[src/rtl/hrx_irq_pkg.sv]
package hrx_irq_pkg;
  localparam int NEV       = 6;
  localparam int IDX_GA    = 0;
  localparam int IDX_EOPD  = 1;
  localparam int IDX_EOPR  = 2;
  localparam int IDX_SHARE = 3;
  localparam int IDX_FILL  = 4;
  localparam int IDX_OVFL  = 5;

  typedef logic [NEV-1:0] ev_vec_t;

  typedef enum logic [1:0] {
    PH_IDLE  = 2'b00,
    PH_START = 2'b01,
    PH_HOLD  = 2'b10,
    PH_END   = 2'b11
  } rd_phase_e;
endpackage

[src/rtl/hrx_irq_evmap.sv]
module hrx_irq_evmap
  import hrx_irq_pkg::*;
(
  input  logic    ev_go_ahead,
  input  logic    ev_eop_det,
  input  logic    ev_eop_read,
  input  logic    ev_abort,
  input  logic    ev_tx_under,
  input  logic    ev_fifo_fill,
  input  logic    ev_fifo_ovfl,
  input  logic    sel_txun,
  output ev_vec_t ev_vec
);
  always_comb begin
    ev_vec            = '0;
    ev_vec[IDX_GA]    = ev_go_ahead;
    ev_vec[IDX_EOPD]  = ev_eop_det;
    ev_vec[IDX_EOPR]  = ev_eop_read;
    ev_vec[IDX_SHARE] = sel_txun ? ev_tx_under : ev_abort;
    ev_vec[IDX_FILL]  = ev_fifo_fill;
    ev_vec[IDX_OVFL]  = ev_fifo_ovfl;
  end
endmodule

[src/rtl/hrx_irq_latch.sv]
module hrx_irq_latch
  import hrx_irq_pkg::*;
(
  input  logic    clk,
  input  logic    rst_n,
  input  logic    soft_rst,
  input  ev_vec_t ev_vec,
  input  logic    rd_start,
  input  logic    rd_done,
  output ev_vec_t stat_q,
  output ev_vec_t held_q,
  output logic    busy_q
);
  rd_phase_e phase;
  ev_vec_t   stat_d;
  ev_vec_t   held_d;
  logic      busy_d;

  always_comb begin
    if (!busy_q)
      phase = rd_start ? PH_START : PH_IDLE;
    else
      phase = rd_done ? PH_END : PH_HOLD;
  end

  always_comb begin
    stat_d = stat_q;
    held_d = held_q;
    busy_d = busy_q;
    unique case (phase)
      PH_IDLE: stat_d = stat_q | ev_vec;
      PH_START: begin
        busy_d = 1'b1;
        held_d = ev_vec & ~stat_q;
      end
      PH_HOLD: held_d = held_q | (ev_vec & ~stat_q);
      PH_END: begin
        busy_d = 1'b0;
        stat_d = held_q | ev_vec;
        held_d = '0;
      end
      default: ;
    endcase
  end

  always_ff @(posedge clk or negedge rst_n) begin
    if (!rst_n) begin
      stat_q <= '0;
      held_q <= '0;
      busy_q <= 1'b0;
    end else if (soft_rst) begin
      stat_q <= '0;
      held_q <= '0;
      busy_q <= 1'b0;
    end else begin
      stat_q <= stat_d;
      held_q <= held_d;
      busy_q <= busy_d;
    end
  end
endmodule

[src/rtl/hrx_irq_mask.sv]
module hrx_irq_mask
  import hrx_irq_pkg::*;
(
  input  logic    clk,
  input  logic    rst_n,
  input  logic    soft_rst,
  input  logic    en_wr,
  input  ev_vec_t en_wbits,
  input  ev_vec_t stat_q,
  input  logic    busy_q,
  output logic    irq
);
  ev_vec_t en_q;
  ev_vec_t hit;

  always_ff @(posedge clk or negedge rst_n) begin
    if (!rst_n)        en_q <= '0;
    else if (soft_rst) en_q <= '0;
    else if (en_wr)    en_q <= en_wbits;
  end

  genvar gi;
  generate
    for (gi = 0; gi < NEV; gi++) begin : g_hit
      assign hit[gi] = stat_q[gi] & en_q[gi];
    end
  endgenerate

  assign irq = (|hit) & ~busy_q;
endmodule

[src/rtl/hdlc_rx_irq_ctrl.sv]
module hdlc_rx_irq_ctrl
  import hrx_irq_pkg::*;
#(
  parameter int DW = 8
) (
  input  logic          clk,
  input  logic          rst_n,
  input  logic          soft_rst,
  input  logic          en_wr,
  input  logic [DW-1:0] en_wdata,
  input  logic          rd_start,
  input  logic          rd_done,
  input  logic          sel_txun,
  input  logic          ev_go_ahead,
  input  logic          ev_eop_det,
  input  logic          ev_eop_read,
  input  logic          ev_abort,
  input  logic          ev_tx_under,
  input  logic          ev_fifo_fill,
  input  logic          ev_fifo_ovfl,
  output logic [DW-1:0] stat_rdata,
  output logic          irq
);
  localparam int PAD = DW - NEV;

  ev_vec_t ev_vec;
  ev_vec_t stat_q;
  ev_vec_t held_ev;
  logic    rd_busy;
  logic    unused_hi;

  assign unused_hi = ^en_wdata[DW-1:NEV];

  hrx_irq_evmap u_evmap (
    .ev_go_ahead (ev_go_ahead),
    .ev_eop_det  (ev_eop_det),
    .ev_eop_read (ev_eop_read),
    .ev_abort    (ev_abort),
    .ev_tx_under (ev_tx_under),
    .ev_fifo_fill(ev_fifo_fill),
    .ev_fifo_ovfl(ev_fifo_ovfl),
    .sel_txun    (sel_txun),
    .ev_vec      (ev_vec)
  );

  hrx_irq_latch u_latch (
    .clk     (clk),
    .rst_n   (rst_n),
    .soft_rst(soft_rst),
    .ev_vec  (ev_vec),
    .rd_start(rd_start),
    .rd_done (rd_done),
    .stat_q  (stat_q),
    .held_q  (held_ev),
    .busy_q  (rd_busy)
  );

  hrx_irq_mask u_mask (
    .clk     (clk),
    .rst_n   (rst_n),
    .soft_rst(soft_rst),
    .en_wr   (en_wr),
    .en_wbits(en_wdata[NEV-1:0]),
    .stat_q  (stat_q),
    .busy_q  (rd_busy),
    .irq     (irq)
  );

  assign stat_rdata = {{PAD{1'b0}}, stat_q};
endmodule

[config.mk]
export PLATFORM = sky130hd
export DESIGN_NAME = hdlc_rx_irq_ctrl
export DESIGN_NICKNAME = d
export VERILOG_FILES = /design/src/rtl/hrx_irq_pkg.sv /design/src/rtl/hrx_irq_evmap.sv /design/src/rtl/hrx_irq_latch.sv /design/src/rtl/hrx_irq_mask.sv /design/src/rtl/hdlc_rx_irq_ctrl.sv
export SDC_FILE = /design/constraint.sdc
export NUM_CORES = 1
export LEC_CHECK = 0
export ABC_AREA = 1
export BUFFER_PORTS_ARGS = -buffer_cell sky130_fd_sc_hd__buf_2
export CORE_UTILIZATION = 46
export DETAILED_ROUTE_END_ITERATION = 7
export GPL_TIMING_DRIVEN = 0
export PLACE_DENSITY_LB_ADDON = 0.1
export SLEW_MARGIN = 5
export SYNTH_ARGS = -nofsm -noshare
export SYNTH_HDL_FRONTEND = slang
export SYNTH_SLANG_ARGS = --single-unit
[constraint.sdc]
create_clock -name clk -period 1.8 [get_ports clk]
set_input_delay 0.09 -clock clk [delete_from_list [all_inputs] [get_ports clk]]
set_output_delay 0.09 -clock clk [all_outputs]
set_load 0.1 [all_outputs]
# ---- Word level (Yosys, flattened, before mapping)
# Index checks and enable logic that the tools add are counted.
dict set report totals {
  ff_bits 19
  input_bits 22
  wordCells 38
}
dict set report op_classes {
  n_eq_ne 3
  mux 12
  n_bitwise 13
  n_reduce_logical 6
}
# operator n
set op_table {}
lappend op_table {{$mux 6} 4}
lappend op_table {{$or 6x6->6} 3}
lappend op_table {{$pmux 6 s3} 1}
lappend op_table {{$pmux 6 s2} 1}
lappend op_table {{$and 1x1->1} 7}
lappend op_table {{$and 6x6->6} 1}
lappend op_table {{$not 6->6} 1}
lappend op_table {{$reduce_bool 3->1} 2}
lappend op_table {{$reduce_or 6->1} 1}
lappend op_table {{$eq 2x2->1 const B} 2}
lappend op_table {{$mux 1} 4}
lappend op_table {{$reduce_bool 4->1} 1}
lappend op_table {{$eq 2x1->1 const B} 1}
lappend op_table {{$logic_not 2->1} 1}
lappend op_table {{$mux 2} 1}
lappend op_table {{$pmux 1 s2} 1}
lappend op_table {{$reduce_bool 2->1} 1}
lappend op_table {{$not 1->1} 1}

# ---- Longest topological paths before layout
# Gate-level depths: netlist (run 1).
dict set report logic_depth {
  word_depth 5
  ltp_mapped 12
  ltp_nobuf 11
}

# ---- Hierarchy
# From an unflattened synthesis (run 1), not the netlist that was laid out.
dict set report unflattened {
  hier_cells 140
  hier_area_um2 1069.8
}
# module instances cells_per_inst area_per_inst_um2 seq_area_each_um2
set by_module_without_submodules {}
lappend by_module_without_submodules {hrx_irq_latch 1 90 684.4 325.3}
lappend by_module_without_submodules {hrx_irq_mask 1 38 314.1 150.1}
lappend by_module_without_submodules {hrx_irq_evmap 1 9 52.6 0.0}
lappend by_module_without_submodules {hdlc_rx_irq_ctrl 1 3 18.8 0.0}

# ---- Least setup slack after synthesis (run 1)
# Ideal clock, no wire load.
dict set report synth_path {
  path_type {reg-to-output}
  start {reg u_latch.stat_q[4]}
  end {out irq}
  t_arrival_ps 2625
  required_time_ps 1710
  path_slack_ps -915
  path_stages_with_launch 5
  path_buffers 0
  path_cell_list {dfrtp_1 -> nand2_1 -> nand2_1 -> inv_1 -> a21oi_1}
}
dict set report synth_between {
  elab_chain_cells 3
}
# element line
set synth_lines {}
lappend synth_lines {{start, declared} hrx_irq_latch.sv:10} ;# output ev_vec_t stat_q,
lappend synth_lines {{start signal, assigned} hrx_irq_latch.sv:56} ;# stat_q <= stat_d;
lappend synth_lines {{$and 1x1->1} hrx_irq_mask.sv:25} ;# assign hit[gi] = stat_q[gi] & en_q[gi];
lappend synth_lines {{$reduce_or 6->1} hrx_irq_mask.sv:29} ;# assign irq = (|hit) & ~busy_q;
lappend synth_lines {{$and 1x1->1} hrx_irq_mask.sv:29}
lappend synth_lines {{end, declared} hdlc_rx_irq_ctrl.sv:22} ;# output logic irq
# Every way passes these cells.

# ---- Worst setup path in the final report (run 1)
dict set report layout_path {
  start {reg u_latch.busy_q}
  end {reg u_latch.held_q[3]}
}
dict set report layout_between {
  elab_chain_cells 4
  word_cells_on_any_way 7
  classes_between {eq/ne: 3; mux: 3; reduce/logical: 1}
}
# element line
set layout_lines {}
lappend layout_lines {{start, declared} hrx_irq_latch.sv:12} ;# output logic busy_q
lappend layout_lines {{start signal, assigned} hrx_irq_latch.sv:58} ;# busy_q <= busy_d;
lappend layout_lines {{$mux 2 (*)} hrx_irq_latch.sv:20} ;# if (!busy_q)
lappend layout_lines {{$eq 2x2->1 or $eq 2x1->1 (tied branches)} hrx_irq_latch.sv:30} ;# unique case (phase)
lappend layout_lines {{$pmux 6 s3} hrx_irq_latch.sv:30}
lappend layout_lines {{$mux 6} hrx_irq_latch.sv:51} ;# end else if (soft_rst) begin
lappend layout_lines {{end signal, assigned} hrx_irq_latch.sv:57} ;# held_q <= held_d;
lappend layout_lines {{end, declared} hrx_irq_latch.sv:11} ;# output ev_vec_t held_q,
# Mark *: on every way between the ends. The rest lies on a longest branch, timed or not.
# A chain may end at the register's enable or synchronous reset.

==> results of run 1 <==
how the worst max path moves through the flow:
stage / start / slack, ns / endpoint / cells past startpoint
final: u_latch.busy_q$_DFFE_PN0P_ / 0.14 / u_latch.held_q[3]$_DFFE_PN0P_ / 9
after global routing: u_latch.busy_q$_DFFE_PN0P_ / -0.01 / u_latch.held_q[3]$_DFFE_PN0P_ / 11
after CTS: u_latch.busy_q$_DFFE_PN0P_ / 0.02 / u_latch.held_q[3]$_DFFE_PN0P_ / 12
after detailed placement: u_latch.busy_q$_DFFE_PN0P_ / -0.20 / u_latch.held_q[3]$_DFFE_PN0P_ / 12
after global placement: u_latch.busy_q$_DFFE_PN0P_ / -0.15 / u_latch.held_q[3]$_DFFE_PN0P_ / 12
after floorplan: u_latch.busy_q$_DFFE_PN0P_ / -0.002 / u_latch.held_q[3]$_DFFE_PN0P_ / 12
layout make-up:
class,count,area [sq um],area share (%)
repair buffers,32,178,13.0
clock buffers,3,22.5,1.64
clock inverters,1,7.51,0.547
plain buffers,2,15.0,1.09
inverters,27,104,7.57
multi-input cells,100,526,38.3
flip-flops and latches,19,484,35.3
well taps,28,35.0,2.55
stage by stage:
stage          util, %  total power [uW]  worst slack, ns  hold WS, ns  setup TNS (ns)
3_5_place_dp      57.4              1150           -0.203       0.0528           -1.66
5_1_grt           61.4              1490          -0.0108       0.0425         -0.0108
3_3_place_gp      57.4              1140           -0.155       0.0469           -1.05
4_1_cts           60.4              1400           0.0231       0.0152               0
2_1_floorplan        -              1020         -0.00227       -0.206        -0.00227
6_report          61.4              1400            0.144       0.0175               0
registers in the layout, summed over array words and instances, names as in the netlist:
signal	count
u_latch.busy_q	1
u_latch.held_q	6
u_mask.en_q	6
u_latch.stat_q	6
logic make-up after synthesis:
kind of cell | synth area share (%)
other | 0.343
adder cells (fa/ha/maj) | 4.57
buffers and inverters | 11.7
AND/OR/NAND/NOR | 30.9
AO/OA/AOI/OAI | 9.14
flip-flops | 43.4
routing by layer:
metal,global-route usage (%),up-vias,routed length [um]
met1,26.1,466,1090
met3,3.33,2,65
met4,7.41,0,17
met2,35.6,17,1170
li1,-,516,-
met5,0,-,0
what timing repair did:
item                                    in CTS  in global routing
resized for setup                            3                  5
cloned                                       0                  0
endpoints found under the setup margin      12                 11
hold endpoints to repair                    19                  0
buffers inserted                             3                  2
pin swaps                                    1                  2
hold buffers                                 1                  0
Yosys cell counts:
cell	count
ha_1	4
nand2_2	1
inv_1	24
a21oi_1	1
buf_6	1
dfrtp_1	19
inv_2	3
nor2_1	4
conb_1	1
nand3_1	8
or2_2	1
nor2_8	2
nor2_2	1
buf_4	2
o21ai_1	2
nand2_1	55
o21ai_0	17
nand2_4	1
or2_1	1
report_power, final:
part | switching [uW] | leakage (uW) | internal (uW) | total [uW]
registers | 54.7 | 0.000241 | 498 | 553
logic | 461 | 0.000520 | 168 | 629
clock network | 139 | 0.0000139 | 84.4 | 223
total | 654 | 0.000775 | 750 | 1400
tightest hold or removal path: stages:
cell     delay (ns)
buf_2          0.07
nand3_1        0.06
o21ai_0        0.06
layout by cell type (no fill, tap or decap), drive strengths merged:
cell,netlist,layout
buf,3,33
conb,1,2
clkbuf,0,3
nor2,7,7
dfrtp,19,19
dlygate4sd3,0,1
o21ai,19,19
clkinvlp,0,1
nand2,57,57
inv,27,27
or2,2,2
ha,4,4
nand3,8,8
a21oi,1,1
==> summary.md, run 1 <==
| Metric | Value |
|---|---|
| Synth top area share | between 40 and 50% |
| Hold path cells | 3 |
| Die area | ~2600 sq um |
| Maximum root-to-sink buffer count | 2 |
| Max rail drop VDD | between 0.6 and 0.7 mV |
| Slowest-stage cell, CP | dfrtp_2 |
| Rows | 17 |
| Initial Util | about half |
| DRC | 0 |
| Placed Instance Area | around 1300 sq um |
| Pwr dens | 1020 nW/um^2 |
| Critical R2R Capture | u_latch.held_q[3]$_DFFE_PN0P_ |
| Root cell of the clock tree | clkbuf_4 |
| # IOs | 31 |
| Clk pin slew, worst setup/hold paths | 0.12 ns |
| Inserted Clock Buffers | 3 |
| CTS tree | done |
| Routed len/inst | 11.0 um |
| Dpl cells | around 200 |
| CP delay by family, top | simple AND/OR/NAND/NOR gates |
| Largest net degree at the start of global routing | 20 |
| Post-Synthesis Cell Area | around 1100 sq um |
| #FFs+latches synth | 19 |
| Post-synthesis instance total | approximately 150 |
| Area delta synth->final | 25.3% |
| Reg-to-reg slack, setup | roughly 0.14 ns |
| Critical path capture point type | flop |
| Port Buffers | 26 |
| Required @ worst endpoint | approximately 2 ns |
| WP buf/inv | 2 |
| Synth top area cells | dfrtp_1 (43%), nand2_1 (19%), inv_1 (8.2%) |
| Vias per cell | between 4 and 5 |
| Clock sink count | 19 |
| Share of cells above drive strength 1 | a little under a third |
| Final Instance Area | about 1400 sq um |
| Worst EP arrival | 1.85 ns |
| Highest clock rate | between 600 and 700 MHz |
| Count of cell types in the netlist | 19 |
| Die width | between 50 and 60 um |
| Final Wtd Congestion | roughly 0.81 |
| Sequential-to-total area share from yosys stat | a little over two fifths |
| Clock Latency Late Sink | 0.29 ns |
| Tmin final | ~1.7 ns |
| Hold EP | u_mask.en_q[0]$_DFFE_PN0P_ |
| Reg2reg path depth | 9 |
| Final hold vios | 0 |
| CP Class | reg2reg |
| Crit-path max FO | 7 |
| Detailed Routing Iterations Pass 1 | 4 |
| Min-Delay Path Class | in2reg |
| Number of global-route vias before repair | roughly 950 |
| H-tree Lvls | 1 |
| Syn. warnings | 0 |
| Area leader, netlist | dfrtp_1 |
| Initial antenna violation count | 0 |
| Fin crit share | between 90 and 100% |
| Global-route wire length before repair | 3930 um |
| Final-layout fill cell count | between 200 and 250 |
| DP HPWL | 1730 um |
| Nets | 211 |
| Hold_sp | en_wdata[0] |
| Initial DRC count | 11 |
| Max-slew violation count | 0 |
| Clk_skew | roughly 0.0045 ns |
| Syn Area/Cell | 7.40 sq um |
| Overflow after GRT | 0 |
| Crit path cell chain | inv_2, or2_1, o21ai_2, buf_4, ha_1, nor2_8, nor2_8, nand2_1, nand2_1 |
| Routed WL | about 2300 um |
| Gr usage total | between 20% and 30% |
| Total number of vias | about 1000 |
| Maximum Capacitance Violations | 0 |
| Max incr delay on CP | between 0.4 and 0.5 ns |
| Reg2reg start | u_latch.busy_q$_DFFE_PN0P_ |
| Finished Layout Cells | 212 |
| P_leak | roughly 0.00077 uW |
| Inserted Diodes | 0 |
| Endpoints failing setup | 0 |
| Die H | between 50 and 60 um |
| Worst setup SP type | flop |
| Core area | 2230 sq um |
| Status | finished, final reports clean |
| ANT nets after route | 0 |
No activity file was read; power rests on OpenSTA's default activity.
==> inputs of run 2 (changes only) <==
Settings changed: BUFFER_PORTS_ARGS -buffer_cell sky130_fd_sc_hd__buf_2 to unset, CORE_UTILIZATION 46 to 50, DONT_BUFFER_PORTS set to 1.
==> run 2 against run 1 <==
Compared with the run above: the flow now finishes with violations (hold timing, setup timing); clock power rose by 3%; maximum frequency fell by 11%; utilization rose by 12 points; sequential share of layout area fell by 1.1 points; critical endpoint is now irq; worst hold slack got worse by 0.018 ns; count of clock-buffer cells in the layout did not move; non-clock buffer count fell by 8.
==> summary.md, run 2 (same netlist as run 1, synthesis figures left out) <==
| Metric | Value |
|---|---|
| Endpoints failing setup | 1 (+1) |
| Clock sink count | 19 (unchanged) |
| RSZ-0062 raised after global routing | true |
| Clk_skew | 0.00719 ns (+0.00265 ns) |
| Die width | 48.8 um (-3.9%) |
| Fin crit share | 103% (+11 points) |
| Failing checks | hold timing, setup timing |
| Max-slew violation count | 0 (unchanged) |
| Routed len/inst | 13.6 um (+24%) |
| Overflow after GRT | 0 (unchanged) |
| Highest clock rate | 538 MHz (-11%) |
| WP buf/inv | 0 (-2) |
| Status | complete, but fails checks |
| Setup TNS | -0.0573 ns (-0.0573 ns) |
| Worst setup SP type | flop |
| Commonest cells after routing, fill and taps aside | nand2_1 (46), inv_1 (21), dlygate4sd3_1 (17), o21ai_0 (16), dfrtp_1 (12) |
| DRC | 0 (unchanged) |
| Most frequent CP cell | nand2_2 |
| CP delay by family, top | flip-flops |
| Final hold slack | -0.000820 ns (-0.0183 ns) |
| Top Registers | u_latch.held_q: 6 flops, u_latch.stat_q: 6 flops, u_mask.en_q: 6 flops |
| Initial antenna violation count | 0 (unchanged) |
| Finished Layout Cells | 203 (-4.2%) |
| DP HPWL | 1650 um (-4.3%) |
| Number of global-route vias before repair | 1041 (+9.9%) |
| Vias per cell | 5.02 (+6.3%) |
| H-tree Lvls | 1 (unchanged) |
| Dpl cells | 176 (-13%) |
| Nets | 203 (-3.8%) |
| Inserted Diodes | 0 (unchanged) |
| Initial DRC count | 16 (+5) |
| Final Instance Area | 1460 sq um (+6.6%) |
| Core area | 2000 sq um (-10%) |
| Reg2reg start | u_latch.busy_q$_DFFE_PN0P_ |
| Min setup slack post-route | -0.0573 ns (-0.201 ns) |
| Final-layout fill cell count | 162 (-29%) |
| Worst EP arrival | 1.77 ns (-0.08 ns) |
| Required @ worst endpoint | 1.71 ns (-0.29 ns) |
| Root cell of the clock tree | clkbuf_4 |
| Min-Delay Path Class | in2reg |
| Clk pin slew, worst setup/hold paths | 0.12 ns (about the same) |
| CP Launch Point | u_latch.stat_q[0]$_DFFE_PN0P_ |
| Placed Instance Area | 1150 sq um (-10%) |
| Slowest-stage cell, CP | dfrtp_4 |
| Routed WL | 2770 um (+18%) |
| Port Buffers | 0 (-100%) |
| Max rail drop VDD | 0.793 mV (+14%) |
| Area delta synth->final | 33.5% |
| Crit-path max FO | 3 (-4) |
| Critical path capture point type | primary output |
| Slew @ Worst Pin | approximately 0.87 ns |
| Inserted Clock Buffers | 3 (unchanged) |
| CP Class | reg2out |
| Final Wtd Congestion | 0.801 (-1.1%) |
| Largest net degree at the start of global routing | 20 (unchanged) |
| Hold_sp | ev_eop_det |
| Initial Util | 54.7% (+5.7 points) |
| Tmin final | 1.86 ns (+0.201 ns) |
| Clock Latency Late Sink | 0.30 ns (about the same) |
| Total power | 1440 uW (+2.4%) |
| Crit path cell chain | nand2_2, nand2_2, nor2_2, a21oi_4 |
| Total number of vias | 1019 (+1.8%) |
| Gr usage total | 26.3% (+5.6 points) |
| Max incr delay on CP | 0.64 ns (+0.23 ns) |
| # IOs | 31 (unchanged) |
| Final hold vios | 1 (+1) |
| Global-route wire length before repair | 4730 um (+20%) |
| Maximum root-to-sink buffer count | 2 (unchanged) |
| Maximum Capacitance Violations | 0 (unchanged) |
| P_leak | 0.000750 uW (-3.2%) |
| Pwr dens | 984 nW/um^2 (-3.9%) |
| CTS tree | done |
| Sequential cell area | 499 sq um (+3.1%) |
| Leading cell type in the layout, fill and taps excluded | nand2_1 |
| Area of the multi-input gates | 556 sq um (+5.7%) |
| Die H | 48.8 um (-3.9%) |
| ANT nets after route | 0 (unchanged) |
| Die area | 2380 sq um (-7.7%) |
| Rows | 16 (-1) |
| Share of cells above drive strength 1 | 26.7% (-4.8 points) |
| Max-slew headroom | approximately two fifths |
| Detailed Routing Iterations Pass 1 | 4 (unchanged) |
-- run 2: through the flow --
step	hold WS [ns]	setup slack (ns)	util [%]
2_1_floorplan	-0.206	-0.00227	-
3_3_place_gp	-0.205	-0.162	57.5
3_5_place_dp	-0.205	-0.244	57.5
4_1_cts	0.00249	-0.0498	70.8
5_1_grt	0.00563	-0.110	73.0
6_report	-0.000820	-0.0573	73.0
-- run 2: layout make-up --
| type | count | share of cell area [%] |
|---|---|---|
| plain buffers | 3 | 1.80 |
| clock buffers | 3 | 1.54 |
| clock inverters | 1 | 0.514 |
| inverters | 27 | 7.11 |
| multi-input cells | 100 | 38.0 |
| flip-flops and latches | 19 | 34.2 |
| well taps | 27 | 2.31 |
| repair buffers | 23 | 14.6 |
-- run 2: what timing repair did --
| action | CTS | global route |
|---|---|---|
| endpoints found under the hold margin | 34 | 0 |
| resized for setup | 15 | 13 |
| pin swaps | 4 | 6 |
| setup buffers | 4 | 1 |
| gates cloned | 0 | 1 |
| endpoints found under the setup margin | 13 | 10 |
| hold buffers | 17 | 0 |
-- run 2: per-layer routing --
layer,vias up,GRT usage (%),share of wire (%)
li1,500,-,-
met1,486,31.8,42
met2,29,47.0,52
met3,4,3.74,4.1
met4,0,10.3,1.0
met5,-,0,0
-- run 2: worst paths after layout --
path	to	slack [ns]	depth (start not counted)
worst max-delay path	irq	-0.06	4
worst max register to register	u_latch.held_q[4]$_DFFE_PN0P_	0.09	12
max in group asynchronous	u_latch.stat_q[3]$_DFFE_PN0P_	0.84	1
worst min register to register	u_latch.held_q[2]$_DFFE_PN0P_	0.52	2
min in group asynchronous	u_mask.en_q[3]$_DFFE_PN0P_	0.33	1
worst min-delay path	u_latch.held_q[1]$_DFFE_PN0P_	-0.0008	4
-- run 2: power by group --
| group | internal, uW | leakage (uW) | total (uW) | switching (uW) |
|---|---|---|---|---|
| clock | 84.6 | 0.0000139 | 229 | 145 |
| sequential | 509 | 0.000240 | 766 | 257 |
| combinational | 169 | 0.000496 | 443 | 274 |
-- run 2: worst reg2reg max path: stages, from the launching register on --
cell and delay, ns:
dfrtp_2 0.39, inv_2 0.05, or2_4 0.23, o21ai_4 0.08, inv_2 0.06, ha_2 0.18
buf_6 0.13, inv_4 0.06, nand2_4 0.07, nor2_8 0.19, nor2_8 0.06, nand2_1 0.06
nand2_1 0.05
==> inputs of run 3 (changes only) <==
Settings changed: BUFFER_PORTS_ARGS set to -buffer_cell sky130_fd_sc_hd__buf_2, DONT_BUFFER_PORTS 1 to unset.
Clock period 1.8 ns to 2.4 ns, I/O delays scaled along.
==> run 3 against run 2 <==
Compared with the run above: the run now ends clean; sequential cell count stayed put; final cell count increased by 2.0%; first-iteration DRC count increased by 38%; clock skew fell by 0.0067 ns; register-to-register slack better by 0.26 ns; critical path type is now reg2reg.
==> summary.md, run 3 (same netlist as run 1, synthesis figures left out) <==
| Metric | Value |
|---|---|
| Status | finished, final reports clean |
| Dpl cells | 202 (+15%) |
| Die width | 48.8 um (unchanged) |
| Max incr delay on CP | 0.48 ns (-0.16 ns) |
| Highest clock rate | just under 500 MHz |
| Inserted Diodes | 0 (unchanged) |
| Placed Instance Area | 1270 sq um (+10%) |
| Final Instance Area | 1300 sq um (-11%) |
| Required @ worst endpoint | 2.60 ns (+0.89 ns) |
| Largest net degree at the start of global routing | 20 (unchanged) |
| Leading cell type in the layout, fill and taps excluded | nand2_1 |
| DRC | 0 (unchanged) |
| Clk pin slew, worst setup/hold paths | 0.11 ns (about the same) |
| Endpoints failing setup | 0 (-1) |
| Min setup slack post-route | 0.353 ns (+0.411 ns) |
| Fin crit share | 85.3% |
| P_leak | 0.000767 uW (+2.3%) |
| Final Wtd Congestion | 0.748 (-6.6%) |
| Slowest-stage cell, CP | dfrtp_1 |
| Nets | 207 (+2.0%) |
| Clk_skew | 0.000491 ns (-0.00670 ns) |
| Worst EP arrival | 2.24 ns (+0.47 ns) |
| ANT nets after route | 0 (unchanged) |
| Overflow after GRT | 0 (unchanged) |
| Tmin final | ~2.0 ns |
| Port Buffers | 26 (+26) |
| Crit-path max FO | 9 (+6) |
| Root cell of the clock tree | clkbuf_4 |
| Initial antenna violation count | 0 (unchanged) |
| Maximum Capacitance Violations | 0 (unchanged) |
| Global-route wire length before repair | 3990 um (-16%) |
| Gr usage total | 21.9% (-4.4 points) |
| Critical path capture point type | flop |
| Die area | 2380 sq um (unchanged) |
| CP delay by family, top | simple AND/OR/NAND/NOR gates |
| DP HPWL | 1710 um (+3.6%) |
| Number of global-route vias before repair | 972 (-6.6%) |
| Clock Latency Late Sink | 0.29 ns (about the same) |
| Maximum root-to-sink buffer count | 2 (unchanged) |
| Setup TNS | 0 ns (+0.0573 ns) |
| Total number of vias | 982 (-3.6%) |
| RSZ-0062 raised after global routing | false |
| Crit path cell chain | inv_1, or2_1, o21ai_0, inv_1, ha_1, buf_6, inv_2, nand2_4, nor2_8, nor2_8, nand2_1, nand2_1 |
| End-of-flow core utilization | 65.1% (-7.9 points) |
| Detailed Routing Iterations Pass 1 | 4 (unchanged) |
| Max-slew violation count | 0 (unchanged) |
| Post-cts sizing count | 0 (-15) |
| CTS tree | done |
| Area delta synth->final | 19.0% |
| H-tree Lvls | 1 (unchanged) |
| Commonest cells after routing, fill and taps aside | nand2_1 (55), buf_2 (26), inv_1 (24), dfrtp_1 (19), o21ai_0 (17) |
| Clock sink count | 19 (unchanged) |
| Initial Util | 54.7% (unchanged) |
| Finished Layout Cells | 207 (+2.0%) |
| # IOs | 31 (unchanged) |
| Routed len/inst | 10.8 um (-21%) |
| Max rail drop VDD | 0.521 mV (-34%) |
| Core area | 2000 sq um (unchanged) |
| WP buf/inv | 4 (+4) |
| CP Class | reg2reg |
| Pwr dens | 776 nW/um^2 (-21%) |
| Min-Delay Path Class | in2reg |
| Vias per cell | 4.74 (-5.5%) |
| Rows | 16 (unchanged) |
| Top Registers | u_latch.held_q: 6 flops, u_latch.stat_q: 6 flops, u_mask.en_q: 6 flops |
| Inserted Clock Buffers | 3 (unchanged) |
| Dpl ws | 0.352 ns (+0.596 ns) |
| Share of cells above drive strength 1 | 23.3% (-3.4 points) |
| Die H | 48.8 um (unchanged) |
| Routed WL | 2240 um (-19%) |
| Worst setup SP type | flop |
| Final hold vios | 0 (-1) |
| Initial DRC count | 22 (+6) |
-- run 3: cell types whose count changed in the layout (fill, tap and decap cells not counted), sizes merged --
cell         delta
dlygate4sd3    -16
clkbuf          +1
clkinvlp        -1
buf            +20
-- run 3: final cells by class --
type | count | area, sq um
repair buffers | 27 | 140
flip-flops and latches | 19 | 475
well taps | 27 | 33.8
fillers | 197 | 699
plain buffers | 3 | 26.3
clock buffers | 4 | 26.3
multi-input cells | 100 | 499
inverters | 27 | 101
-- run 3: metrics by stage --
stage	hold slack [ns]	power (uW)
3_3_place_gp	0.0827	843
2_1_floorplan	-0.176	759
5_1_grt	0.0636	1070
4_1_cts	0.0488	1020
6_report	0.0489	1010
3_5_place_dp	0.0849	855
-- run 3: power by group --
part	switching, uW	internal, uW
clock network	98.0	64.7
registers	43.6	369
logic	332	103
total	473	537
-- run 3: tightest hold or removal path: stages --
cell and delay (ns):
buf_2 0.07, nand3_1 0.06, o21ai_0 0.06
-- run 3: layer usage --
layer	part of all wire [%]	vias up	GRT usage (%)
met5	0	-	0
met4	2.6	0	10.8
met3	3.9	6	4.36
met2	49	21	35.6
met1	45	447	27.7
li1	-	508	-
-- run 3: final timing paths --
check / start / end / slack, ns / depth (start not counted)
setup / recovery: u_latch.busy_q$_DFFE_PN0P_ / u_latch.held_q[1]$_DFFE_PN0P_ / 0.35 / 12
hold / removal: en_wdata[3] / u_mask.en_q[3]$_DFFE_PN0P_ / 0.05 / 3
setup reg to reg: u_latch.busy_q$_DFFE_PN0P_ / u_latch.held_q[1]$_DFFE_PN0P_ / 0.35 / 12
hold reg to reg: u_latch.held_q[0]$_DFFE_PN0P_ / u_latch.held_q[0]$_DFFE_PN0P_ / 0.52 / 2
max in group asynchronous: rst_n / u_latch.stat_q[0]$_DFFE_PN0P_ / 1.82 / 2
min in group asynchronous: rst_n / u_mask.en_q[2]$_DFFE_PN0P_ / 0.28 / 2
-- run 3: timing repair --
item,CTS,global route
endpoints found under the hold margin,19,0
setup buffers,0,0
hold buffers,1,0
